--- config.mk ---
export PLATFORM = sky130hd
export DESIGN_NAME = twsl_regport
export DESIGN_NICKNAME = d
export VERILOG_FILES = /design/src/rtl/twsl_pkg.sv /design/src/rtl/twsl_sync.sv /design/src/rtl/twsl_ptr.sv /design/src/rtl/twsl_engine.sv /design/src/rtl/twsl_regport.sv
export SDC_FILE = /design/constraint.sdc
export NUM_CORES = 1
export LEC_CHECK = 0
export ABC_CLOCK_PERIOD_IN_PS = 3950
export BUFFER_PORTS_ARGS = -buffer_cell sky130_fd_sc_hd__buf_2
export CORE_ASPECT_RATIO = 0.75
export CORE_UTILIZATION = 61
export CTS_CLUSTER_SIZE = 28
export DETAILED_ROUTE_END_ITERATION = 10
export PLACE_DENSITY = 0.84
export SLEW_MARGIN = 20
export SYNTH_ARGS = -nofsm -noshare
export SYNTH_HDL_FRONTEND = slang
export SYNTH_SLANG_ARGS = --single-unit
--- constraint.sdc ---
create_clock -name clk -period 3.95 [get_ports clk]
set_input_delay 0 -clock clk [delete_from_list [all_inputs] [get_ports clk]]
set_output_delay 0 -clock clk [all_outputs]
set_load 0.05 [all_outputs]
--- src/rtl/twsl_pkg.sv ---
// Shared types for the two-wire slave register port.
package twsl_pkg;
    localparam int BYTE_W = 8;

    typedef enum logic [2:0] {
        ST_IDLE,   // waiting for START
        ST_RX,     // shifting a byte in from the master
        ST_RXACK,  // slave acknowledge slot
        ST_TX,     // shifting a byte out to the master
        ST_TXACK   // master acknowledge slot
    } twsl_state_e;

    typedef enum logic [1:0] {
        RK_DEV,    // device address byte
        RK_WORD,   // word address byte
        RK_DATA    // data byte
    } twsl_rxkind_e;
endpackage

--- src/rtl/twsl_sync.sv ---
// Synchroniser and event detector for the two bus lines.
// Assumes: the lines are asynchronous to clk and idle high; STAGES >= 2.
// Produces clean levels plus one-cycle SCL edges and START/STOP events.
module twsl_sync #(
    parameter int STAGES = 2
) (
    input  logic clk,
    input  logic rst_n,
    input  logic scl_i,
    input  logic sda_i,
    output logic sda_lvl,
    output logic scl_rise,
    output logic scl_fall,
    output logic start_det,
    output logic stop_det
);
    logic [STAGES-1:0] scl_pipe;
    logic [STAGES-1:0] sda_pipe;
    logic              scl_prev;
    logic              sda_prev;
    logic              scl_lvl;

    // Purpose: metastability chain plus one delayed copy for edge detection.
    always_ff @(posedge clk) begin
        if (!rst_n) begin
            scl_pipe <= '1;
            sda_pipe <= '1;
            scl_prev <= 1'b1;
            sda_prev <= 1'b1;
        end else begin
            scl_pipe <= {scl_pipe[STAGES-2:0], scl_i};
            sda_pipe <= {sda_pipe[STAGES-2:0], sda_i};
            scl_prev <= scl_pipe[STAGES-1];
            sda_prev <= sda_pipe[STAGES-1];
        end
    end

    assign scl_lvl   = scl_pipe[STAGES-1];
    assign sda_lvl   = sda_pipe[STAGES-1];
    assign scl_rise  = scl_lvl & ~scl_prev;
    assign scl_fall  = ~scl_lvl & scl_prev;
    assign start_det = scl_lvl & scl_prev & sda_prev & ~sda_lvl;
    assign stop_det  = scl_lvl & scl_prev & ~sda_prev & sda_lvl;
endmodule

--- src/rtl/twsl_ptr.sv ---
// Register pointer: clear, load and increment with wrap-around.
// Assumes: clear has priority over load, and load has priority over increment.
module twsl_ptr #(
    parameter int AW = 3
) (
    input  logic          clk,
    input  logic          rst_n,
    input  logic          clr,
    input  logic          load,
    input  logic [AW-1:0] load_val,
    input  logic          inc,
    output logic [AW-1:0] ptr
);
    // Purpose: hold the pointer, modulo 2**AW.
    always_ff @(posedge clk) begin
        if (!rst_n)    ptr <= '0;
        else if (clr)  ptr <= '0;
        else if (load) ptr <= load_val;
        else if (inc)  ptr <= ptr + AW'(1);
    end


    ptr_clr_chk: assert property (@(posedge clk) disable iff (!rst_n)
        clr |=> (ptr == '0));
endmodule

--- src/rtl/twsl_engine.sv ---
// Byte-level protocol engine of the slave.
// Assumes: inputs come from twsl_sync; reg_rdata is combinational from the
// pointer; pwr_fail is synchronous and overrides all bus events.
module twsl_engine
    import twsl_pkg::*;
#(
    parameter int          AW       = 3,
    parameter logic [6:0]  DEV_ADDR = 7'h68
) (
    input  logic              clk,
    input  logic              rst_n,
    input  logic              pwr_fail,
    input  logic              sda_lvl,
    input  logic              scl_rise,
    input  logic              scl_fall,
    input  logic              start_det,
    input  logic              stop_det,
    input  logic [BYTE_W-1:0] reg_rdata,
    output logic              sda_oe,
    output logic              reg_rd,
    output logic              reg_wr,
    output logic [BYTE_W-1:0] reg_wdata,
    output logic              ptr_load,
    output logic [AW-1:0]     ptr_load_val,
    output logic              ptr_inc
);
    localparam int CW = $clog2(BYTE_W + 1);

    twsl_state_e       state;
    twsl_rxkind_e      rx_kind;
    logic [CW-1:0]     bitcnt;
    logic [BYTE_W-1:0] shreg;
    logic              rw_bit;
    logic              mack;
    logic              go;
    logic              byte_done;

    // Purpose: qualify bus events when no abort or framing event is present.
    assign go        = ~pwr_fail & ~start_det & ~stop_det;
    assign byte_done = (bitcnt == CW'(BYTE_W));

    // Purpose: decide when a byte is fetched for the master.
    assign reg_rd = go & scl_fall &
                    (((state == ST_RXACK) & (rx_kind == RK_DEV) & rw_bit) |
                     ((state == ST_TXACK) & mack));

    // Purpose: pointer load on the word address, advance on write or master ACK.
    assign ptr_load     = go & scl_fall & (state == ST_RX) &
                          (rx_kind == RK_WORD) & byte_done;
    assign ptr_load_val = shreg[AW-1:0];
    assign ptr_inc      = reg_wr | (go & scl_rise & (state == ST_TXACK) & ~sda_lvl);

    // Purpose: protocol state, shift register, SDA drive and write strobe.
    always_ff @(posedge clk) begin
        if (!rst_n) begin
            state     <= ST_IDLE;
            rx_kind   <= RK_DEV;
            bitcnt    <= '0;
            shreg     <= '0;
            rw_bit    <= 1'b0;
            mack      <= 1'b0;
            sda_oe    <= 1'b0;
            reg_wr    <= 1'b0;
            reg_wdata <= '0;
        end else begin
            reg_wr <= 1'b0;
            if (pwr_fail) begin
                state  <= ST_IDLE;
                sda_oe <= 1'b0;
            end else if (start_det) begin
                state   <= ST_RX;
                rx_kind <= RK_DEV;
                bitcnt  <= '0;
                sda_oe  <= 1'b0;
            end else if (stop_det) begin
                state  <= ST_IDLE;
                sda_oe <= 1'b0;
            end else begin
                case (state)
                    ST_RX: begin
                        if (scl_rise && !byte_done) begin
                            shreg  <= {shreg[BYTE_W-2:0], sda_lvl};
                            bitcnt <= bitcnt + CW'(1);
                        end else if (scl_fall && byte_done) begin
                            if (rx_kind == RK_DEV) begin
                                if (shreg[BYTE_W-1:1] == DEV_ADDR) begin
                                    rw_bit <= shreg[0];
                                    state  <= ST_RXACK;
                                    sda_oe <= 1'b1;
                                end else begin
                                    state <= ST_IDLE;
                                end
                            end else begin
                                if (rx_kind == RK_DATA) reg_wdata <= shreg;
                                state  <= ST_RXACK;
                                sda_oe <= 1'b1;
                            end
                        end
                    end
                    ST_RXACK: begin
                        if (scl_rise && rx_kind == RK_DATA) begin
                            reg_wr <= 1'b1;
                        end else if (scl_fall) begin
                            bitcnt <= '0;
                            if (rx_kind == RK_DEV && rw_bit) begin
                                state  <= ST_TX;
                                shreg  <= reg_rdata;
                                sda_oe <= ~reg_rdata[BYTE_W-1];
                            end else begin
                                state   <= ST_RX;
                                sda_oe  <= 1'b0;
                                rx_kind <= (rx_kind == RK_DEV) ? RK_WORD : RK_DATA;
                            end
                        end
                    end
                    ST_TX: begin
                        if (scl_fall) begin
                            if (bitcnt == CW'(BYTE_W - 1)) begin
                                sda_oe <= 1'b0;
                                state  <= ST_TXACK;
                            end else begin
                                bitcnt <= bitcnt + CW'(1);
                                shreg  <= {shreg[BYTE_W-2:0], 1'b0};
                                sda_oe <= ~shreg[BYTE_W-2];
                            end
                        end
                    end
                    ST_TXACK: begin
                        if (scl_rise) begin
                            mack <= ~sda_lvl;
                        end else if (scl_fall) begin
                            if (mack) begin
                                state  <= ST_TX;
                                bitcnt <= '0;
                                shreg  <= reg_rdata;
                                sda_oe <= ~reg_rdata[BYTE_W-1];
                            end else begin
                                state <= ST_IDLE;
                            end
                        end
                    end
                    default: begin
                        sda_oe <= 1'b0;
                    end
                endcase
            end
        end
    end


    strobe_excl_chk: assert property (@(posedge clk) disable iff (!rst_n)
        $onehot0({reg_rd, reg_wr}));


    wr_single_chk: assert property (@(posedge clk) disable iff (!rst_n)
        reg_wr |=> !reg_wr);


    stop_rel_chk: assert property (@(posedge clk) disable iff (!rst_n)
        stop_det |=> !sda_oe);


    idle_quiet_chk: assert property (@(posedge clk) disable iff (!rst_n)
        (state == ST_IDLE) |-> (!sda_oe && !reg_wr));
endmodule

--- src/rtl/twsl_regport.sv ---
// Top of the two-wire slave register port.
// Assumes: clk is at least 16x the SCL rate; the register bank answers
// reg_rdata combinationally from reg_addr and stores reg_wdata on reg_wr.
module twsl_regport
    import twsl_pkg::*;
#(
    parameter int         AW          = 3,
    parameter logic [6:0] DEV_ADDR    = 7'h68,
    parameter int         SYNC_STAGES = 2
) (
    input  logic              clk,
    input  logic              rst_n,
    input  logic              pwr_fail,
    input  logic              scl_i,
    input  logic              sda_i,
    output logic              sda_oe,
    output logic [AW-1:0]     reg_addr,
    output logic              reg_wr,
    output logic [BYTE_W-1:0] reg_wdata,
    output logic              reg_rd,
    input  logic [BYTE_W-1:0] reg_rdata
);
    logic          sda_lvl;
    logic          scl_rise;
    logic          scl_fall;
    logic          start_det;
    logic          stop_det;
    logic          ptr_load;
    logic [AW-1:0] ptr_load_val;
    logic          ptr_inc;

    twsl_sync #(.STAGES(SYNC_STAGES)) u_sync (
        .clk       (clk),
        .rst_n     (rst_n),
        .scl_i     (scl_i),
        .sda_i     (sda_i),
        .sda_lvl   (sda_lvl),
        .scl_rise  (scl_rise),
        .scl_fall  (scl_fall),
        .start_det (start_det),
        .stop_det  (stop_det)
    );

    twsl_engine #(.AW(AW), .DEV_ADDR(DEV_ADDR)) u_engine (
        .clk          (clk),
        .rst_n        (rst_n),
        .pwr_fail     (pwr_fail),
        .sda_lvl      (sda_lvl),
        .scl_rise     (scl_rise),
        .scl_fall     (scl_fall),
        .start_det    (start_det),
        .stop_det     (stop_det),
        .reg_rdata    (reg_rdata),
        .sda_oe       (sda_oe),
        .reg_rd       (reg_rd),
        .reg_wr       (reg_wr),
        .reg_wdata    (reg_wdata),
        .ptr_load     (ptr_load),
        .ptr_load_val (ptr_load_val),
        .ptr_inc      (ptr_inc)
    );

    twsl_ptr #(.AW(AW)) u_ptr (
        .clk      (clk),
        .rst_n    (rst_n),
        .clr      (pwr_fail),
        .load     (ptr_load),
        .load_val (ptr_load_val),
        .inc      (ptr_inc),
        .ptr      (reg_addr)
    );


    wr_adv_chk: assert property (@(posedge clk) disable iff (!rst_n || pwr_fail)
        reg_wr |=> (reg_addr == $past(reg_addr) + AW'(1)));


    pf_quiet_chk: assert property (@(posedge clk) disable iff (!rst_n)
        pwr_fail |=> (!sda_oe && !reg_wr));
endmodule

* Yosys cells after proc, flatten, opt, wreduce, memory -nomap -nowiden
Index checks and enable logic that the tools add are counted.
** Word-level totals
- Flip-flop bits (word level) :: 38
- Latch bits :: 0
- Bits in writable memories :: 0
- Memory bits (read-only) :: 0
- Input port bits :: 13
- Output and inout bits :: 14
- Logic and storage cells :: 176
- Memories kept :: 0
** Cells by class
- $add $sub $neg :: 2
- Multipliers :: 0
- Divide/modulo/power cells :: 0
- $lt $le $gt $ge :: 0
- Equality and inequality tests :: 41
- Shifts and indexed selects :: 0
- Muxes and demuxes :: 59
- Bitwise operators :: 35
- Reductions and logical operators :: 24
** Operators with widths (number)
- 8-bit two-way mux :: 9
- 4-bit two-way mux :: 10
- 8-bit case mux with 4 select lines :: 1
- 3-bit two-way mux :: 10
- 9-bit AND reduction :: 3
- 2-bit two-way mux :: 11
- 1-bit AND :: 20
- 2-bit by 1-bit inequality test with 1-bit output (second input constant) :: 8
- 4-bit by 1-bit inequality test with 1-bit output (second input constant) :: 4
- 4-bit case mux with 4 select lines :: 1
- 8-bit AND reduction :: 2
- 1-bit two-way mux :: 15
- 2-bit inequality test (second input constant) :: 7
- 1-bit NOT :: 13
- 13-bit AND reduction :: 1
- 3-bit by 1-bit inequality test with 1-bit output (second input constant) :: 4
- 4-bit by 2-bit inequality test with 1-bit output (second input constant) :: 3
- 3-bit case mux with 4 select lines :: 1
- 11-bit AND reduction :: 1
- 3-bit by 2-bit inequality test with 1-bit output (second input constant) :: 3
- 7-bit == test (second input constant) :: 1
- 3-bit by 2-bit == test with 1-bit output (second input constant) :: 2
- 3-bit inequality test (second input constant) :: 2
- 6-bit AND reduction :: 1
- 22 further kinds :: 28

* Depth between registers and ports, before layout
Gate-level depths: netlist (run 1).
- Depth after elaboration :: 12
- Gate-level depth with buffers :: 9
- Mapped depth without buffers :: 8

* Modules after synthesis
Synthesis (run 1) repeated with hierarchy kept, for this count alone.
** Unflattened totals
- Cells, all modules :: 223
- Area total of the unflattened synthesis :: 2137.0 um^2
** Modules (own cells, without submodules)
- twsl_engine :: instances 1, cells an instance 191, area each 1781.7 um^2, sequential area each 580.6 um^2
- twsl_sync :: instances 1, cells an instance 16, area each 190.2 um^2, sequential area each 120.1 um^2
- twsl_ptr :: instances 1, cells an instance 16, area each 165.2 um^2, sequential area each 60.1 um^2

* Worst setup path before layout (run 1)
Ideal clock, no wire load.
- Kind :: flip-flop to output port
- Start point :: reg u_engine.state[0]
- End point :: out reg_rd
- Arrival time :: 1.983 ns
- Data required time :: 3.950 ns
- Slack :: 1.967 ns
- Cell stages (with the launch flop) :: 6
- Path buffers :: 2
- Cells stage by stage :: dfxtp_1 buf_2 clkbuf_1 nor2_1 a32oi_1 nor3_1
** On the way
- Longest elaborated chain between the ends :: 5
- Elaborated cells between the ends (all ways) :: 7
- Classes of those cells :: eq/ne (2); bitwise (5)
** Ends and longest elaborated chain
- from (decl) :: RTL line twsl_engine.sv:29 : twsl_state_e state;
- from (signal assigned) :: RTL line twsl_engine.sv:56 : state <= ST_IDLE;
- from (signal assigned) :: RTL line twsl_engine.sv:68 : state <= ST_IDLE;
- from (signal assigned) :: RTL line twsl_engine.sv:71 : state <= ST_RX;
- 3-bit by 2-bit == test with 1-bit output :: RTL line twsl_engine.sv:44 : (((state == ST_RXACK) & (rx_kind == RK_DEV) & rw_bit) |
- 1-bit AND (2 in a row) :: RTL line twsl_engine.sv:44
- 1-bit bitwise OR * :: RTL line twsl_engine.sv:44
- 1-bit AND * :: RTL line twsl_engine.sv:43 : assign reg_rd = go & scl_fall &
- to (decl) :: RTL line twsl_regport.sv:20 : output logic reg_rd,
Every way passes the cells marked *; elsewhere a longest branch is shown, timed or not.

* Worst setup path in the final report (run 1)
- Start point :: reg u_engine.state[1]
- End point :: reg u_engine.shreg[6]
** On the way
- Longest elaborated chain between the ends :: 3
- Elaborated cells between the ends (all ways) :: 16
- Classes of those cells :: eq/ne (13); mux (1); reduce/logical (2)
** Ends and longest elaborated chain
- 3-bit by 1-bit == test with 1-bit output, or another cell as far along :: RTL line twsl_engine.sv:79 : case (state)
- 2-bit inequality test (no source line), or another cell as far along
- 13-bit AND reduction (no source line)
- to (signal assigned) :: RTL line twsl_engine.sv:82 : shreg <= {shreg[BYTE_W-2:0], sda_lvl};
- to (signal assigned) :: RTL line twsl_engine.sv:107 : shreg <= reg_rdata;
- to (signal assigned) :: RTL line twsl_engine.sv:123 : shreg <= {shreg[BYTE_W-2:0], 1'b0};
- to (decl) :: RTL line twsl_engine.sv:32 : logic [BYTE_W-1:0] shreg;
Several ways; a longest one is shown, not always the timed one.
A chain may end at the register's enable or synchronous reset.

==> run_results.csv, run 1 <==
group,metric,value,unit
critical_path,cp.arrival,2530,ps
layout,diodes,0,
clock_network,clkLatencyLatePin,290,ps
power,power_density,303,nW/µm²
place,place_congestion,0.966,
critical_path,path_max_fanout,17,
synthesis,syn_inst,229,
power,pwr-share-clk,0.368,
clock_network,cts.sinks,38,
synthesis,avgSynthCellArea,8.88,µm²
clock_network,cts-root-buf,"clkbuf_8",
outcome,status,"finished, final reports clean",
power,intPower,520,µW
sta,setup_tns,0,ps
layout,drive_gt1_frac,0.175,
place,port_buffers,26,
synthesis,synth-seq-cells,38,
floorplan,core_area,3060,µm²
synthesis,synth-edff-count,0,
synthesis,yosysSeqAreaShare,0.374,
drt,drc,0,
global_route,grt_max_degree,24,
synthesis,synth.distinct_cells,51,
synthesis,ys.flop_type,"dfxtp_1",
clock_network,cts.clk_slew.worst_paths,80,ps
synthesis,syn_nets,245,
sta,finClkSkew,9.48,ps
floorplan,die_area,3570,µm²
sta,slew_violations,0,
sta,worstMarginPinSlew,654,ps
run,drv_cap,0,
layout,layout.nets,267,
power,switching_share,0.236,
drt,vias,1802,
power,leakage,0.000914,µW
clock_network,cts_tree,"done",
clock_network,numCtsBuffers,5,
critical_path,crit_path_max_incr_delay,630,ps
power,combPwrFrac,0.058,
power,power_switching,160,µW
global_route,grt_antenna_before_repair,0,
place,dp_hpwl,3250,µm
synthesis,async_reset_ff_frac,0,
floorplan,die_x,68.7,µm
sta,post-route-period-util,0.590,
clock_network,cts_buffer_depth,2,
layout,syn_to_final_growth,10.3,%
power,p_seq_frac,0.574,
floorplan,io_pins,27,
drt,routed_via_density,6.24,
drt,wire_per_inst,16.0,µm
sta,hold_violations,0,
global_route,grt_pass1_vias,1587,
clock_network,post_cts_buffers,0,
power,vdd_drop_max,309,µV
critical_path,start_kind,"flip-flop",
sta,holdWs,45.5,ps
floorplan,rows,17,
sta,rsz0062_at_grt,"false",
clock_network,postCtsHoldBufs,2,
clock_network,postCtsResizedCells,0,
global_route,grt_use_total,0.286,
drt,ant_nets,0,
critical_path,end_kind,"flip-flop",
critical_path,required,4150,ps
hold_path,hold_class,"in -> reg",
sta,setup_viol,0,
global_route,grt_pass1_wl,7360,µm
clock_network,htreeDepth,2,
critical_path,path_cells,"nand2b_1 > a21oi_2 > nand2_1 > nand3_2 > nand3_1 > o31ai_1",
drt,drt_iter0_drc,216,
critical_path,cp_slowest_cell,"dfxtp_1",
drt,routed_wl,4620,µm
floorplan,die_h,52.0,µm
synthesis,syn_area,2030,µm²
synthesis,yosys_warnings,0,
drt,first_pass_iters,5,
sta,relSlewSlack,0.564,
floorplan,floorplan.initialDensity,0.664,
global_route,overflow,0,
sta,min_period,2330,ps
critical_path,worst-setup-path-type,"reg -> reg",
sta,fmax,0.429,GHz
-- layout make-up --
type                    instances  area, µm²
repair buffers                 28        150
fillers                       262        820
well taps                      38       47.5
flip-flops and latches         38        761
inverters                       6       22.5
clock buffers                   5       68.8
clock inverters                 2       10.0
multi-input cells             172       1180
-- flip-flops by register name (all words and copies together), names as in the netlist --
register,count
u_engine.bitcnt,4
u_engine.mack,1
u_engine.reg_wdata,8
u_engine.reg_wr,1
u_engine.rw_bit,1
u_engine.rx_kind,2
u_engine.sda_oe,1
u_engine.shreg,8
u_engine.state,3
u_ptr.ptr,3
u_sync.scl_pipe,2
u_sync.scl_prev,1
u_sync.sda_pipe,2
u_sync.sda_prev,1
-- cells in the final DEF, fill, tap and decap left out, drive strengths merged, types with 2 or more instances in the layout --
cell	synthesis	final
nand3b	6	6
a211oi	2	2
dlygate4sd3	0	2
mux2i	23	23
inv	6	6
o31ai	10	10
nand3	12	12
nor3b	4	4
a32oi	2	2
and3b	2	2
nor2b	4	4
nand2	11	11
clkbuf	7	5
nand2b	10	10
o211ai	2	2
or3b	3	3
nor3	5	5
and4b	2	2
or2	2	2
o22ai	2	2
nor2	28	28
xor2	2	2
o21ai	10	10
ha	3	3
dfxtp	38	38
a21oi	11	11
clkinv	0	2
buf	6	26
-- cells in the mapped netlist (all sizes together) (2+ instances only) --
cell | instances | share of area
nor2 | 28 | 0.052
o211ai | 2 | 0.014
ha | 3 | 0.018
or2 | 2 | 0.0074
inv | 6 | 0.011
buf | 6 | 0.020
a32oi | 2 | 0.0086
nor3 | 5 | 0.012
a21oi | 11 | 0.031
nand3b | 6 | 0.022
or3b | 3 | 0.013
and4b | 2 | 0.0098
nor3b | 4 | 0.020
dfxtp | 38 | 0.37
mux2i | 23 | 0.11
a211oi | 2 | 0.0074
o31ai | 10 | 0.037
nand2b | 10 | 0.031
xor2 | 2 | 0.0086
and3b | 2 | 0.0086
nand3 | 12 | 0.032
clkbuf | 7 | 0.013
o21ai | 10 | 0.025
o22ai | 2 | 0.0061
nand2 | 11 | 0.020
nor2b | 4 | 0.012
-- power groups by stage --
stage | Sequential [µW] | Combinational [µW] | Clock (µW)
2_1_floorplan | 398 | 25.2 | 0
3_3_place_gp | 399 | 36.9 | 0
3_5_place_dp | 400 | 37.2 | 0
4_1_cts | 391 | 39.1 | 256
5_1_grt | 392 | 43.0 | 269
6_report | 391 | 39.3 | 250
-- cell families (layout without fill, tap and decap cells) --
kind of cell | count (synthesis) | after routing | share of synthesized area
and+or+nand+nor | 97 | 97 | 0.279
DFF | 38 | 38 | 0.374
AOI/OAI and AO/OA | 46 | 46 | 0.159
muxes | 23 | 23 | 0.113
adders and majority gates | 3 | 3 | 0.0185
xor gates and xnor gates | 3 | 3 | 0.0129
buffers and inverters | 19 | 41 | 0.0443
-- final timing paths --
check	startpoint	endpoint	slack, ps	cells after the start
min	reg_rdata[2]	u_engine.shreg[2]	50	3
min reg2reg	u_sync.scl_pipe[0]	u_sync.scl_pipe[1]	410	1
max	u_engine.state[1]	u_engine.shreg[6]	1620	6
max reg2reg	u_engine.state[1]	u_engine.shreg[6]	1620	6
-- routing by layer --
metal,up-vias,wire [µm],global-route usage
met5,-,0,0
met1,828,2140,0.391
met2,96,2030,0.443
met3,12,363,0.0592
li1,866,-,-
met4,0,78,0.0972
-- through the flow --
stage | total power (µW) | area (µm²) | instances | worst slack [ps] | util
5_1_grt | 703 | 2240 | 289 | 1350 | 0.732
6_report | 680 | 2240 | 289 | 1620 | 0.732
3_3_place_gp | 436 | 2140 | 280 | 1750 | 0.700
2_1_floorplan | 423 | 2030 | 229 | 1970 | -
3_5_place_dp | 437 | 2140 | 280 | 1710 | 0.700
4_1_cts | 685 | 2240 | 289 | 1660 | 0.732
-- worst max-delay path, delay by kind of cell (launching register included) --
family          cells  cell delay, ps
compound gates      2             630
flops               1             630
simple gates        4             970
No activity file was read; power rests on OpenSTA's default activity.
==> run 2, diff against run 1 <==
--- a/config.mk
+++ b/config.mk
@@ -5,13 +5,14 @@
 export SDC_FILE = /design/constraint.sdc
 export NUM_CORES = 1
 export LEC_CHECK = 0
-export ABC_CLOCK_PERIOD_IN_PS = 3950
+export ABC_AREA = 1
+export ABC_CLOCK_PERIOD_IN_PS = 2430
 export BUFFER_PORTS_ARGS = -buffer_cell sky130_fd_sc_hd__buf_2
 export CORE_ASPECT_RATIO = 0.75
-export CORE_UTILIZATION = 61
+export CORE_UTILIZATION = 57
 export CTS_CLUSTER_SIZE = 28
 export DETAILED_ROUTE_END_ITERATION = 10
-export PLACE_DENSITY = 0.84
+export PLACE_DENSITY = 0.79
 export SLEW_MARGIN = 20
 export SYNTH_ARGS = -nofsm -noshare
 export SYNTH_HDL_FRONTEND = slang
==> constraint.sdc (replaced) <==
create_clock -name clk -period 2.43 [get_ports clk]
set_input_delay 0 -clock clk [delete_from_list [all_inputs] [get_ports clk]]
set_output_delay 0 -clock clk [all_outputs]
set_load 0.05 [all_outputs]
==> run 2 against run 1 <==
  * Power rose by 130%
  * Sequential power up 73%
  * Core utilization is 2.5 points lower
  * Worst setup slack worse by 990 ps
  * Die area rose by 9.9%
  * Clock power grew to 2.7 times the previous value
  * Non-clock buffer count unchanged
  * Critical path type is now reg -> out
  * Largest power group unchanged
==> run_results.csv, run 2 <==
group,metric,value,unit
clock_network,numCtsBuffers,5,
sta,setup_tns,0,ps
sta,min_period,1800,ps
synthesis,synth-edff-count,0,
place,place_congestion,0.949,
power,power_switching,412,µW
sta,setup_viol,0,
clock_network,htreeDepth,2,
global_route,grt_use_total,0.280,
drt,vias,2118,
synthesis,yosysSeqAreaShare,0.363,
clock_network,cts-root-buf,"clkbuf_8",
layout,syn_to_final_growth,14.8,%
place,port_buffers,26,
sta,slew_violations,0,
global_route,grt_antenna_before_repair,0,
hold_path,whs_endpoint,"u_sync.sda_prev",
critical_path,crit_path_max_incr_delay,350,ps
sta,worstMarginPinSlew,477,ps
clock_network,cts.sinks,38,
hold_path,holdPathStages,2,
outcome,status,"finished, final reports clean",
sta,hold_violations,0,
critical_path,start_kind,"flip-flop",
synthesis,avgSynthCellArea,6.53,µm²
sta,post-route-period-util,0.740,
synthesis,syn_inst,321,
synthesis,yosys_warnings,0,
sta,relSlewSlack,0.682,
critical_path,reg2regPathDepth,9,
sta,fin_ws,631,ps
drt,ant_nets,0,
clock_network,clkLatencyLatePin,300,ps
layout,multiInputGateArea,1150,µm²
critical_path,end_kind,"output pin",
place,place_ws,667,ps
power,power_density,654,nW/µm²
floorplan,floorplan.initialDensity,0.617,
sta,rsz0062_at_grt,"false",
layout,final_common_cell,"nand2_1",
critical_path,r2r-end,"u_engine.shreg[0]",
floorplan,die_h,54.5,µm
synthesis,synth.distinct_cells,30,
layout,layout_common_cells,"nand2_1, nor2_1, dfxtp_1",
synthesis,synth-seq-cells,38,
clock_network,cts.clk_slew.worst_paths,80,ps
global_route,grt_pass1_vias,1809,
global_route,overflow,0,
floorplan,die_x,72.0,µm
synthesis,async_reset_ff_frac,0,
sta,finClkSkew,7.85,ps
power,vdd_drop_max,442,µV
drt,routed_via_density,5.28,
place,dp_hpwl,3780,µm
critical_path,worst-setup-path-type,"reg -> out",
layout,drive_gt1_frac,0.182,
clock_network,post_cts_buffers,0,
layout,nFillCells,298,
critical_path,cp_slowest_cell,"dfxtp_1",
power,p_seq_frac,0.429,
drt,routed_wl,5110,µm
layout,layout.nets,366,
sta,fmax,0.556,GHz
drt,wire_per_inst,12.8,µm
hold_path,worstHoldStart,"rst_n",
hold_path,hold_class,"in -> reg",
synthesis,synth.most_common_cell,"nand2_1",
synthesis,synth_top_cell_by_area,"dfxtp_1",
global_route,grt_max_degree,17,
power,intPower,1160,µW
critical_path,worstReg2RegStart,"u_sync.scl_prev",
clock_network,cts_buffer_depth,2,
critical_path,cp.arrival,1800,ps
synthesis,synthTopCellsByArea,"dfxtp_1, nand2_1, nor2_1, o21ai_0, inv_1",
critical_path,crit_family,"simple AND/OR/NAND/NOR gates",
synthesis,yosys-top-cells-count,"nand2_1, nor2_1, dfxtp_1",
drt,drc,0,
synthesis,ys.flop_type,"dfxtp_1",
drt,first_pass_iters,5,
power,combPwrFrac,0.144,
floorplan,core_area,3400,µm²
critical_path,path_cells,"nand4_1 > nand2_1 > nor4_1 > buf_2",
layout,regArea,761,µm²
layout,diodes,0,
floorplan,die_area,3930,µm²
global_route,grt_pass1_wl,8300,µm
power,switching_share,0.262,
power,pwr-share-clk,0.427,
synthesis,synth_top_area_share,0.363,
critical_path,required,2430,ps
run,drv_cap,0,
power,leakage,0.00110,µW
drt,drt_iter0_drc,267,
synthesis,syn_area,2100,µm²
synthesis,syn_nets,337,
layout,top_regs,"u_engine.reg_wdata (8), u_engine.shreg (8), u_engine.bitcnt (4)",
floorplan,rows,18,
critical_path,path_max_fanout,11,
floorplan,io_pins,27,
critical_path,worst-r2r-setup-slack,640,ps
critical_path,cp_num_buf_inv,1,
clock_network,cts_tree,"done",
run 2: layout make-up:
cell class                      instances  area share
Sequential cell                        38       0.316
Multi-Input combinational cell        242       0.480
Timing Repair Buffer                   28      0.0624
Clock buffer                            6      0.0343
Tap cell                               50      0.0260
Inverter                               35      0.0567
Clock inverter                          2      0.0249
run 2: worst register-to-register path, stage by stage, from the launching register on:
cell and delay (ps):
dfxtp_1 410, nand4_1 390, nand2_1 300, inv_2 80
nand3_1 70, nor2_1 50, nand2_2 150, inv_4 80
nor2_1 100, nor2_1 60
run 2: worst max-delay path by stage:
stage                        from           end  slack [ps]  cells after the start
6_report       u_sync.scl_pipe[1]        reg_rd         630                      4
5_1_grt        u_engine.bitcnt[0]  u_ptr.ptr[0]         460                      9
4_1_cts         u_engine.state[2]        reg_rd         630                      6
3_5_place_dp   u_engine.bitcnt[0]  u_ptr.ptr[0]         670                      9
3_3_place_gp   u_engine.bitcnt[0]  u_ptr.ptr[0]         660                      9
2_1_floorplan   u_engine.state[2]        reg_rd         200                      5
run 2: repair_timing:
item | 4_1_cts | 5_1_grt
resized for setup | 0 | 0
hold buffers | 2 | 0
endpoints found under the hold margin | 2 | 0
run 2: logic make-up (layout without fill, tap and decap cells):
family,after synthesis,after routing,share of synthesized area
and+or+nand+nor,188,188,0.401
AOI/OAI and AO/OA,49,49,0.124
buffers and inverters,41,71,0.0865
DFF,38,38,0.363
adders and majority gates,3,3,0.0179
xor gates and xnor gates,2,2,0.00835
run 2: metal layers:
layer | GRT usage | vias to the layer above | routed length, µm
met5 | 0 | - | 0
met4 | 0.0882 | 0 | 81
met3 | 0.0608 | 9 | 385
met2 | 0.404 | 77 | 2080
met1 | 0.414 | 949 | 2570
li1 | - | 1083 | -
run 2: power by group through the flow:
stage	sequential [µW]	combinational (µW)	clock [µW]
2_1_floorplan	686	172	0
3_3_place_gp	688	220	0
5_1_grt	679	257	714
6_report	675	226	672
3_5_place_dp	688	220	0
4_1_cts	674	224	679
run 2: stage by stage:
step | power [µW] | util | cells | hold slack [ps] | cell area [µm²]
after floorplan | 858 | - | 321 | 107 | 2100
after global placement | 908 | 0.660 | 391 | 184 | 2240
after global routing | 1650 | 0.708 | 401 | 26.5 | 2410
final | 1570 | 0.708 | 401 | 20.1 | 2410
after detailed placement | 908 | 0.660 | 391 | 189 | 2240
after CTS | 1580 | 0.708 | 401 | 17.6 | 2410
